[src/rtl/clk_gate_seq_pkg.sv]
package clk_gate_seq_pkg;
  typedef struct packed {
    logic run;
    logic t;
    logic c;
  } leg_t;

  function automatic leg_t leg_decide(input logic pg, input logic lock,
                                      input logic en_reg, input logic oe_n,
                                      input logic [1:0] lvl);
    leg_t r;
    if (!pg) begin
      r = '{run: 1'b0, t: 1'b0, c: 1'b0};
    end else if (en_reg && !oe_n && lock) begin
      r = '{run: 1'b1, t: 1'b0, c: 1'b0};
    end else begin
      r = '{run: 1'b0, t: lvl[1], c: lvl[0]};
    end
    return r;
  endfunction
endpackage

[src/rtl/clk_gate_seq_sync.sv]
module clk_gate_seq_sync #(
  parameter int W = 1
) (
  input  logic         clk_i,
  input  logic         rst_ni,
  input  logic [W-1:0] d_i,
  output logic [W-1:0] q_o
);
  logic [W-1:0] meta_q;
  logic [W-1:0] hold_q;

  always_ff @(posedge clk_i or negedge rst_ni) begin
    if (!rst_ni) begin
      meta_q <= '0;
      hold_q <= '0;
    end else begin
      meta_q <= d_i;
      hold_q <= meta_q;
    end
  end

  assign q_o = hold_q;
endmodule

[src/rtl/clk_gate_seq_strap.sv]
module clk_gate_seq_strap (
  input  logic       clk_i,
  input  logic       rst_ni,
  input  logic       pg_i,
  input  logic [1:0] ss_strap_i,
  input  logic       addr_strap_i,
  input  logic [1:0] reg_ss_amt_i,
  output logic       started_o,
  output logic       addr_sel_o,
  output logic       ss_cc_o,
  output logic [1:0] ss_amt_o
);
  logic       started_q, started_d;
  logic       addr_q, addr_d;
  logic       cc_q, cc_d;
  logic [1:0] amt_q, amt_d;
  logic       cap_en;

  assign cap_en = pg_i && !started_q;

  always_comb begin
    started_d = started_q;
    addr_d    = addr_q;
    cc_d      = cc_q;
    if (cap_en) begin
      started_d = 1'b1;
      addr_d    = addr_strap_i;
      cc_d      = (ss_strap_i != 2'b00);
    end
    amt_d = cc_q ? reg_ss_amt_i : 2'b00;
  end

  always_ff @(posedge clk_i or negedge rst_ni) begin
    if (!rst_ni) begin
      started_q <= 1'b0;
      addr_q    <= 1'b0;
      cc_q      <= 1'b0;
      amt_q     <= 2'b00;
    end else begin
      started_q <= started_d;
      addr_q    <= addr_d;
      cc_q      <= cc_d;
      amt_q     <= amt_d;
    end
  end

  assign started_o  = started_q;
  assign addr_sel_o = addr_q;
  assign ss_cc_o    = cc_q;
  assign ss_amt_o   = amt_q;
endmodule

[src/rtl/clk_gate_seq_gate.sv]
module clk_gate_seq_gate
  import clk_gate_seq_pkg::*;
(
  input  logic       clk_i,
  input  logic       rst_ni,
  input  logic       upd_i,
  input  logic       pg_i,
  input  logic       lock_i,
  input  logic       en_reg_i,
  input  logic       oe_n_i,
  input  logic [1:0] lvl_i,
  output logic       run_o,
  output logic       t_o,
  output logic       c_o
);
  leg_t leg_q, leg_d;

  always_comb begin
    leg_d = leg_decide(pg_i, lock_i, en_reg_i, oe_n_i, lvl_i);
  end

  always_ff @(posedge clk_i or negedge rst_ni) begin
    if (!rst_ni) begin
      leg_q <= '0;
    end else if (upd_i) begin
      leg_q <= leg_d;
    end
  end

  assign run_o = leg_q.run;
  assign t_o   = leg_q.t;
  assign c_o   = leg_q.c;
endmodule

[src/rtl/clk_gate_seq.sv]
module clk_gate_seq #(
  parameter int NUM_OUT = 4
) (
  input  logic               clk_i,
  input  logic               rst_ni,
  input  logic               pwrgd_i,
  input  logic [NUM_OUT-1:0] oe_n_i,
  input  logic [NUM_OUT-1:0] reg_oe_i,
  input  logic               reg_ref_en_i,
  input  logic               reg_ref_keep_i,
  input  logic [1:0]         reg_dis_lvl_i,
  input  logic [1:0]         reg_ss_amt_i,
  input  logic               pll_lock_i,
  input  logic               clk_low_i,
  input  logic [1:0]         ss_strap_i,
  input  logic               addr_strap_i,
  output logic [NUM_OUT-1:0] dif_run_o,
  output logic [NUM_OUT-1:0] dif_t_o,
  output logic [NUM_OUT-1:0] dif_c_o,
  output logic               ref_run_o,
  output logic               ref_hiz_o,
  output logic               addr_sel_o,
  output logic               ss_cc_o,
  output logic [1:0]         ss_amt_o
);
  localparam int SYNC_W = NUM_OUT + 1;

  logic               rst_n_int;
  logic [SYNC_W-1:0]  sync_q;
  logic               pg_s;
  logic [NUM_OUT-1:0] oe_n_s;
  logic               started;
  logic               ref_run_q, ref_run_d;
  logic               ref_hiz_q, ref_hiz_d;

  // reset: asserted asynchronously, released after two clock edges
  clk_gate_seq_sync #(.W(1)) u_rst_sync (
    .clk_i (clk_i),
    .rst_ni(rst_ni),
    .d_i   (1'b1),
    .q_o   (rst_n_int)
  );

  // two-flop synchronizer on the asynchronous pins
  clk_gate_seq_sync #(.W(SYNC_W)) u_pin_sync (
    .clk_i (clk_i),
    .rst_ni(rst_n_int),
    .d_i   ({oe_n_i, pwrgd_i}),
    .q_o   (sync_q)
  );

  assign pg_s   = sync_q[0];
  assign oe_n_s = sync_q[SYNC_W-1:1];

  clk_gate_seq_strap u_strap (
    .clk_i       (clk_i),
    .rst_ni      (rst_n_int),
    .pg_i        (pg_s),
    .ss_strap_i  (ss_strap_i),
    .addr_strap_i(addr_strap_i),
    .reg_ss_amt_i(reg_ss_amt_i),
    .started_o   (started),
    .addr_sel_o  (addr_sel_o),
    .ss_cc_o     (ss_cc_o),
    .ss_amt_o    (ss_amt_o)
  );

  for (genvar i = 0; i < NUM_OUT; i++) begin : g_out
    clk_gate_seq_gate u_gate (
      .clk_i   (clk_i),
      .rst_ni  (rst_n_int),
      .upd_i   (clk_low_i),
      .pg_i    (pg_s),
      .lock_i  (pll_lock_i),
      .en_reg_i(reg_oe_i[i]),
      .oe_n_i  (oe_n_s[i]),
      .lvl_i   (reg_dis_lvl_i),
      .run_o   (dif_run_o[i]),
      .t_o     (dif_t_o[i]),
      .c_o     (dif_c_o[i])
    );
  end

  // reference output control
  always_comb begin
    ref_hiz_d = !(started || pg_s);
    if (ref_hiz_d) begin
      ref_run_d = 1'b0;
    end else if (pg_s) begin
      ref_run_d = reg_ref_en_i;
    end else begin
      ref_run_d = reg_ref_keep_i;
    end
  end

  always_ff @(posedge clk_i or negedge rst_n_int) begin
    if (!rst_n_int) begin
      ref_run_q <= 1'b0;
      ref_hiz_q <= 1'b1;
    end else if (clk_low_i) begin
      ref_run_q <= ref_run_d;
      ref_hiz_q <= ref_hiz_d;
    end
  end

  assign ref_run_o = ref_run_q;
  assign ref_hiz_o = ref_hiz_q;
endmodule

[config.mk]
export PLATFORM = sky130hd
export DESIGN_NAME = clk_gate_seq
export DESIGN_NICKNAME = d
export VERILOG_FILES = /design/src/rtl/clk_gate_seq_pkg.sv /design/src/rtl/clk_gate_seq_sync.sv /design/src/rtl/clk_gate_seq_strap.sv /design/src/rtl/clk_gate_seq_gate.sv /design/src/rtl/clk_gate_seq.sv
export SDC_FILE = /design/constraint.sdc
export NUM_CORES = 1
export LEC_CHECK = 0
export CAP_MARGIN = 20
export CORE_MARGIN = 2
export CORE_UTILIZATION = 42
export CTS_BUF_LIST = sky130_fd_sc_hd__clkbuf_2 sky130_fd_sc_hd__clkbuf_4 sky130_fd_sc_hd__clkbuf_8
export CTS_CLUSTER_DIAMETER = 200
export DETAILED_ROUTE_END_ITERATION = 10
export PLACE_DENSITY = 0.86
export SYNTH_ARGS = -nofsm -noshare
export SYNTH_HDL_FRONTEND = slang
export SYNTH_SLANG_ARGS = --single-unit
[constraint.sdc]
create_clock -name clk_i -period 0.9 [get_ports clk_i]
set_input_delay 0.09 -clock clk_i [delete_from_list [all_inputs] [get_ports clk_i]]
set_output_delay 0.09 -clock clk_i [all_outputs]
set_load 0.02 [all_outputs]
**Word level (Yosys, flattened, before mapping)**

Index checks and enable logic that the tools add are counted.
W data, S select, Z words.

- Multiplexer cells: 11
- Reduce and logical (&&, ||, !) cells: 17

Operators with widths:

| cell | number |
|---|---|
| $mux W3 | 8 |
| $logic_and A1 B1 Y1 | 9 |
| $logic_not A1 Y1 | 6 |
| $mux W1 | 2 |
| $mux W2 | 1 |
| $reduce_bool A2 Y1 | 1 |
| $logic_or A1 B1 Y1 | 1 |

- Flip-flop bits (word level): 31
- Output and inout port bits: 18
- Logic and storage cells: 50

**Depth between registers and ports, before layout**

Gate-level depths: netlist of run 1.

- Depth in word-level cells: 5
- Depth in mapped cells: 3
- Depth with buffers taken out: 2

**Modules after synthesis**

A second synthesis of run 1 with hierarchy kept.

- Cells, all modules: 82
- Area total of the unflattened synthesis: 1097.3 µm²

By module, submodules not included:

| module | instances | cells each | area each (µm²) |
|---|---|---|---|
| clk_gate_seq_gate | 4 | 12 | 128.9 |
| clk_gate_seq_sync at u_pin_sync | 1 | 10 | 250.2 |
| clk_gate_seq_strap | 1 | 13 | 190.2 |
| clk_gate_seq | 1 | 9 | 91.3 |
| clk_gate_seq_sync at u_rst_sync | 1 | 2 | 50.0 |

**Least setup slack after synthesis of run 1**

No wires, ideal clock.

- Kind: reg2reg
- Start: register u_pin_sync.hold_q[0], in the netlist u_pin_sync.q_o[0]
- End: register u_strap.addr_q, in the netlist u_strap.addr_sel_o
- Setup time: 125 ps
- Data arrival time: 883 ps
- Slack: -108 ps
- Stages on the path, launching flop included: 4
- Clock period less this slack: 1008 ps
- Cells stage by stage: dfrtp_1 > buf_6 > nor2b_4 > mux2_4

- Word-level cells in the longest chain between the ends: 1

Ends and longest elaborated chain:

| what | line | text |
|---|---|---|
| start, declared | clk_gate_seq_sync.sv:10 | `logic [W-1:0] hold_q;` |
| start signal, assigned | clk_gate_seq_sync.sv:18 | `hold_q <= meta_q;` |
| $logic_and A1 B1 Y1 | clk_gate_seq_strap.sv:19 | `assign cap_en = pg_i && !started_q;` |
| end signal, assigned | clk_gate_seq_strap.sv:41 | `addr_q <= addr_d;` |
| end, declared | clk_gate_seq_strap.sv:14 | `logic addr_q, addr_d;` |

No other way between the ends.
A chain may end at the register's enable or synchronous reset.

**Final worst setup path of run 1**

- Start: register ref_hiz_q, in the netlist ref_hiz_o
- End: output ref_hiz_o

RTL lines:

| what | line | text |
|---|---|---|
| start, declared | clk_gate_seq.sv:34 | `logic ref_hiz_q, ref_hiz_d;` |
| start signal, assigned | clk_gate_seq.sv:102 | `ref_hiz_q <= ref_hiz_d;` |
| end, declared | clk_gate_seq.sv:21 | `output logic ref_hiz_o,` |

No word-level cell between the ends.

==> results of run 1 <==
final cells by class:
type,count,area [sq um],share of cell area (%)
inverter,10,37.5,2.10
tap,31,38.8,2.17
multi-input combinational,35,339,19.0
sequential,31,778,43.6
clock inverter,1,5.00,0.280
clock buffer,7,58.8,3.29
timing repair buffer,51,529,29.6
flip-flops by register name, indices dropped and copies added (netlist names):
signal              cells
g_out.u_gate.c_o        4
u_pin_sync.meta_q       5
u_rst_sync.meta_q       1
u_strap.ss_cc_o         1
g_out.u_gate.t_o        4
g_out.u_gate.run_o      4
ref_hiz_o               1
u_strap.ss_amt_o        2
u_strap.started_o       1
ref_run_o               1
u_rst_sync.q_o          1
u_strap.addr_sel_o      1
u_pin_sync.q_o          5
how the worst min path moves through the flow:
stage	startpoint	end	slack, ns
3_3_place_gp	u_rst_sync.q_o	u_pin_sync.meta_q[2]	0.19
5_1_grt	oe_n_i[1]	u_pin_sync.meta_q[2]	0.17
2_1_floorplan	rst_ni	u_rst_sync.meta_q	-0.21
3_5_place_dp	u_rst_sync.q_o	u_pin_sync.meta_q[2]	0.20
4_1_cts	oe_n_i[0]	u_pin_sync.meta_q[1]	0.18
6_report	u_rst_sync.q_o	u_pin_sync.meta_q[2]	0.20
power by group:
| group | switching, mW | internal (mW) | leakage (nW) |
|---|---|---|---|
| Combinational | 0.222 | 0.294 | 0.417 |
| Clock | 0.444 | 0.408 | 0.0387 |
| Sequential | 0.0477 | 1.48 | 0.376 |
| Total | 0.714 | 2.18 | 0.831 |
cells by family (layout without fill, tap and decap cells):
group,Yosys count,after routing,synth area share [%]
AO/OA/AOI/OAI,13,13,7.73
AND/OR/NAND/NOR,18,18,10.3
multiplexers,3,3,2.96
buffers and inverters,25,69,13.0
other,1,1,0.317
flip-flops,31,31,65.7
layout by cell type, fill, tap and decap left out, drive strengths merged, types with 2 or more instances in the layout:
master	Yosys	layout
a31o	4	4
and2	2	2
and3b	4	4
buf	15	29
clkbuf	0	7
clkdlybuf4s50	0	21
dfrtp	30	30
inv	10	10
mux2i	2	2
nand3	2	2
nor2	2	2
nor2b	5	5
o22ai	8	8
routing by layer:
metal / wire (um) / vias to the layer above / global-route usage (%)
met1: 860 / 374 / 15.8
met4: 17 / 0 / 5.98
met5: 0 / - / 0
li1: - / 374 / -
met3: 172 / 3 / 6.58
met2: 1350 / 30 / 29.4
what timing repair did:
action / 4_1_cts / 5_1_grt
setup endpoints to repair: 29 / 34
setup buffers: 4 / 0
hold buffers: 1 / 0
hold endpoints to repair: 2 / 0
resized for setup: 111 / 16
pin swaps: 0 / 8
gates cloned: 0 / 0
metrics by stage:
step                      utilization [%]  setup slack [ns]  cells  TNS [ns]  hold WS (ns)
final                                65.9            -0.173    166     -1.27         0.195
after floorplan                         -            -0.108     91    -0.108        -0.206
after detailed placement             57.6            -0.323    153     -5.76         0.199
after global placement               57.6            -0.286    153     -5.42         0.190
after CTS                            62.8            -0.198    166     -1.40         0.180
after global routing                 65.9            -0.227    166     -2.64         0.170
==> results.yml, run 1 <==
setup_path:
  cp_max_fo: 2
  arrival_ns: 0.98
  r2r-start: "u_pin_sync.q_o[0]"
  worst_path_dominant_cell_family: "flip-flops"
  path_cells: "buf_6"
  crit_type: "reg -> out"
  critPathSlowestCell: "dfstp_2"
  cp.depth: 1
  crit_required_ns: 0.81
  crit_buf_inv: 1
  reg2reg_depth: 2
  endpoint: "ref_hiz_o"
  regToRegSetupSlack_ns: -0.15
  r2r-end: "u_strap.addr_sel_o"
  cp-start-kind: "register"
  crit_start: "ref_hiz_o"
  critPathCaptureType: "output port"
  max_stage_delay_ns: 0.55
clocking:
  cts.sinks: 31
  cts_tree: "built"
  htree_levels: 2
  clkTransAtPathRegs_ns: 0.09
  clock_path_buffers: 2
  cts_buffers: 5
  clk_latency_ns: 0.32
  cts_root_buf: "clkbuf_4"
run_status:
  outcome: "complete, but fails checks"
  violations: "negative setup slack"
route:
  drc_errors: 0
  ant_nets: 0
  first_pass_iters: 4
  wl_per_cell_um: 14.5
  drtIter0Drc: 13
  viasPerCell: 4.70
  wirelength_um: 2400
  vias: 781
grt:
  grt_pass1_wl_um: 3810
  antenna_found_initial: 0
  grt_pass1_vias: 833
  grt_max_degree: 22
  gr-total-overflow: 0
  track_usage_pct: 15.9
floorplanning:
  dieArea_sq_um: 3260
  die_w_um: 57.1
  ios: 40
  coreArea_sq_um: 2710
  start_util_pct: 43.6
  rows: 19
  dieHeight_um: 57.1
layout:
  area_growth_pct: 51.1
  antenna_cells: 0
  drive_gt1_share_pct: 43.0
  stdcell_area_sq_um: 1790
  nNetsFinal: 156
  nFillCells: 208
logic_synthesis:
  netlist-cell-type-count: 20
  syn-cell-area_sq_um: 1180
  synthCells: 91
  yosysTopAreaCellShare_pct: 63.5
  ys.flop_type: "dfrtp_1"
  synth_nets: 113
  yosys.area.top_type: "dfrtp_1"
  yosysMostFrequentCell: "dfrtp_1"
  synth_common_cells: "dfrtp_1 (30), buf_4 (14), inv_1 (10)"
  synth.ff_latch_count: 31
  ys_seq_area_share_pct: 65.7
  ys_async_sr_fraction_pct: 100
  synth_area_per_cell_sq_um: 13.0
  netlist_top_cells_area: "dfrtp_1 (63%), buf_4 (8.9%), o22ai_1 (4.2%)"
  synth-edff-count: 0
  ys_warn_count: 0
placement:
  hpwl_um: 1580
  gp_congestion: 0.778
  postPlaceCellArea_sq_um: 1560
  io_buffers: 39
worst_hold_path:
  hp-class: "reg -> async"
run:
  maxCapViolCount: 0
timing:
  final-setup-viol-count: 25
  finalCritPeriodShare_pct: 119
  period_minus_slack_ns: 1.07
  fmax_mhz: 932
  hold_violations: 0
  clock_skew_ns: 0.00930
  drv_slew: 0
  rsz0062_at_grt: "yes"
  layout_setup_ws_ns: -0.173
power_and_ir_drop:
  power_mw: 2.89
  power_leakage_nw: 0.831
  power_density_nw_per_um2: 1620
  irDropWorstVdd_mv: 1.41
No activity file was read; power rests on OpenSTA's default activity.
==> run 2, diff against run 1 <==
- SETUP_SLACK_MARGIN: unset -> 0.4
==> results.yml, run 2 (synthesized netlist as in run 1, its figures left out) <==
grt:
  track_usage_pct: 15.6
  grt_max_degree: 22
  grt_pass1_wl_um: 3710
  gr-total-overflow: 0
  antenna_found_initial: 0
  grt_pass1_vias: 859
timing:
  final-setup-viol-count: 25
  clock_skew_ns: 0.00975
  rsz0062_at_grt: "yes"
  hold_violations: 2
  whs_ns: -0.0753
  period_minus_slack_ns: 1.07
  fmax_mhz: 938
  finalCritPeriodShare_pct: 118
  drv_slew: 0
  layout_setup_ws_ns: -0.166
clocking:
  clkTransAtPathRegs_ns: 0.09
  cts_tree: "built"
  htree_levels: 2
  clock_path_buffers: 2
  cts_root_buf: "clkbuf_4"
  cts.sinks: 31
  cts_buffers: 5
  clk_latency_ns: 0.32
power_and_ir_drop:
  power_mw: 2.94
  power_leakage_nw: 0.878
  irDropWorstVdd_mv: 1.37
  power_density_nw_per_um2: 1560
setup_path:
  crit_buf_inv: 1
  reg2reg_depth: 2
  arrival_ns: 0.98
  endpoint: "ref_hiz_o"
  r2r-start: "u_pin_sync.q_o[0]"
  path_cells: "buf_6"
  max_stage_delay_ns: 0.55
  crit_start: "ref_hiz_o"
  cp-start-kind: "register"
  worst_path_dominant_cell_family: "flip-flops"
  cp.depth: 1
  cp_max_fo: 2
  regToRegSetupSlack_ns: -0.14
  critPathSlowestCell: "dfstp_2"
  crit_required_ns: 0.81
  crit_type: "reg -> out"
  r2r-end: "u_strap.addr_sel_o"
  critPathCaptureType: "output port"
layout:
  drive_gt1_share_pct: 50.4
  ff_latch_area_sq_um: 783
  layout_commonest_cell: "dfrtp_1"
  antenna_cells: 0
  nFillCells: 184
  final_cell_mix: "dfrtp_1 (27), buf_6 (23), clkdlybuf4s50_1 (21)"
  multi_input_area_sq_um: 373
  area_growth_pct: 59.5
  fin_cells: 170
  nNetsFinal: 160
route:
  wirelength_um: 2240
  first_pass_iters: 4
  viasPerCell: 4.79
  drc_errors: 0
  ant_nets: 0
  wl_per_cell_um: 13.2
  drtIter0Drc: 5
  vias: 815
floorplanning:
  coreArea_sq_um: 2710
  start_util_pct: 43.6
  dieArea_sq_um: 3260
  ios: 40
  rows: 19
  dieHeight_um: 57.1
  die_w_um: 57.1
run_status:
  violations: "negative hold slack, negative setup slack"
  outcome: "complete, but fails checks"
placement:
  io_buffers: 39
  gp_congestion: 0.761
  dp_cells: 150
  hpwl_um: 1460
worst_hold_path:
  hp-class: "in -> async"
run:
  maxCapViolCount: 0
## run 2: cell types whose count changed in the layout (fill, tap and decap cells not counted), moves of 2 or more
cell,before,now
buf_12,1,3
a31o_2,3,0
and2_4,0,2
dfrtp_1,29,27
buf_6,21,23
and2_1,2,0
a31o_4,1,4
inv_2,0,2
inv_1,10,8
## run 2: worst min path at each step
stage / endpoint / from / slack (ns)
floorplan: u_rst_sync.meta_q / rst_ni / -0.21
global placement: u_pin_sync.meta_q[2] / u_rst_sync.q_o / 0.24
detailed placement: u_pin_sync.meta_q[2] / u_rst_sync.q_o / 0.25
CTS: u_rst_sync.q_o / rst_ni / -0.10
global route: u_rst_sync.q_o / rst_ni / -0.12
finish: u_rst_sync.q_o / rst_ni / -0.08
## run 2: metal layers
metal	track usage, %	vias to the layer above	share of wire (%)
met5	0	-	0
met4	11.0	0	0.94
met3	6.80	4	8.8
met2	25.5	29	54
met1	16.1	399	36
li1	-	383	-
## run 2: final cells by class
| cell class | count | share of cell area, % |
|---|---|---|
| well taps | 31 | 2.06 |
| multi-input cells | 35 | 19.8 |
| clock buffers | 7 | 3.12 |
| repair buffers | 55 | 31.3 |
| flip-flops and latches | 31 | 41.5 |
| inverters | 10 | 1.99 |
| clock inverters | 1 | 0.265 |
## run 2: per-stage QoR
step	utilization [%]	instance area [sq um]	setup TNS (ns)	worst slack, ns	hold slack (ns)
2_1_floorplan	-	1230	-0.107	-0.107	-0.206
3_3_place_gp	57.0	1540	-5.22	-0.288	0.241
3_5_place_dp	57.0	1540	-5.68	-0.291	0.252
4_1_cts	67.0	1820	-1.64	-0.196	-0.101
5_1_grt	69.6	1890	-2.39	-0.217	-0.120
6_report	69.6	1890	-1.10	-0.166	-0.0753
## run 2: what timing repair did
item | in CTS | in global routing
endpoints found under the hold margin | 2 | 2
cloned | 0 | 0
gates resized for setup | 129 | 7
setup buffers | 6 | 6
endpoints found under the setup margin | 66 | 39
pin swaps | 12 | 3
## run 2: power by group
group          switching, mW  total, mW  internal, mW
Sequential            0.0526       1.53          1.48
Clock                  0.426      0.834         0.408
Combinational          0.231      0.574         0.343
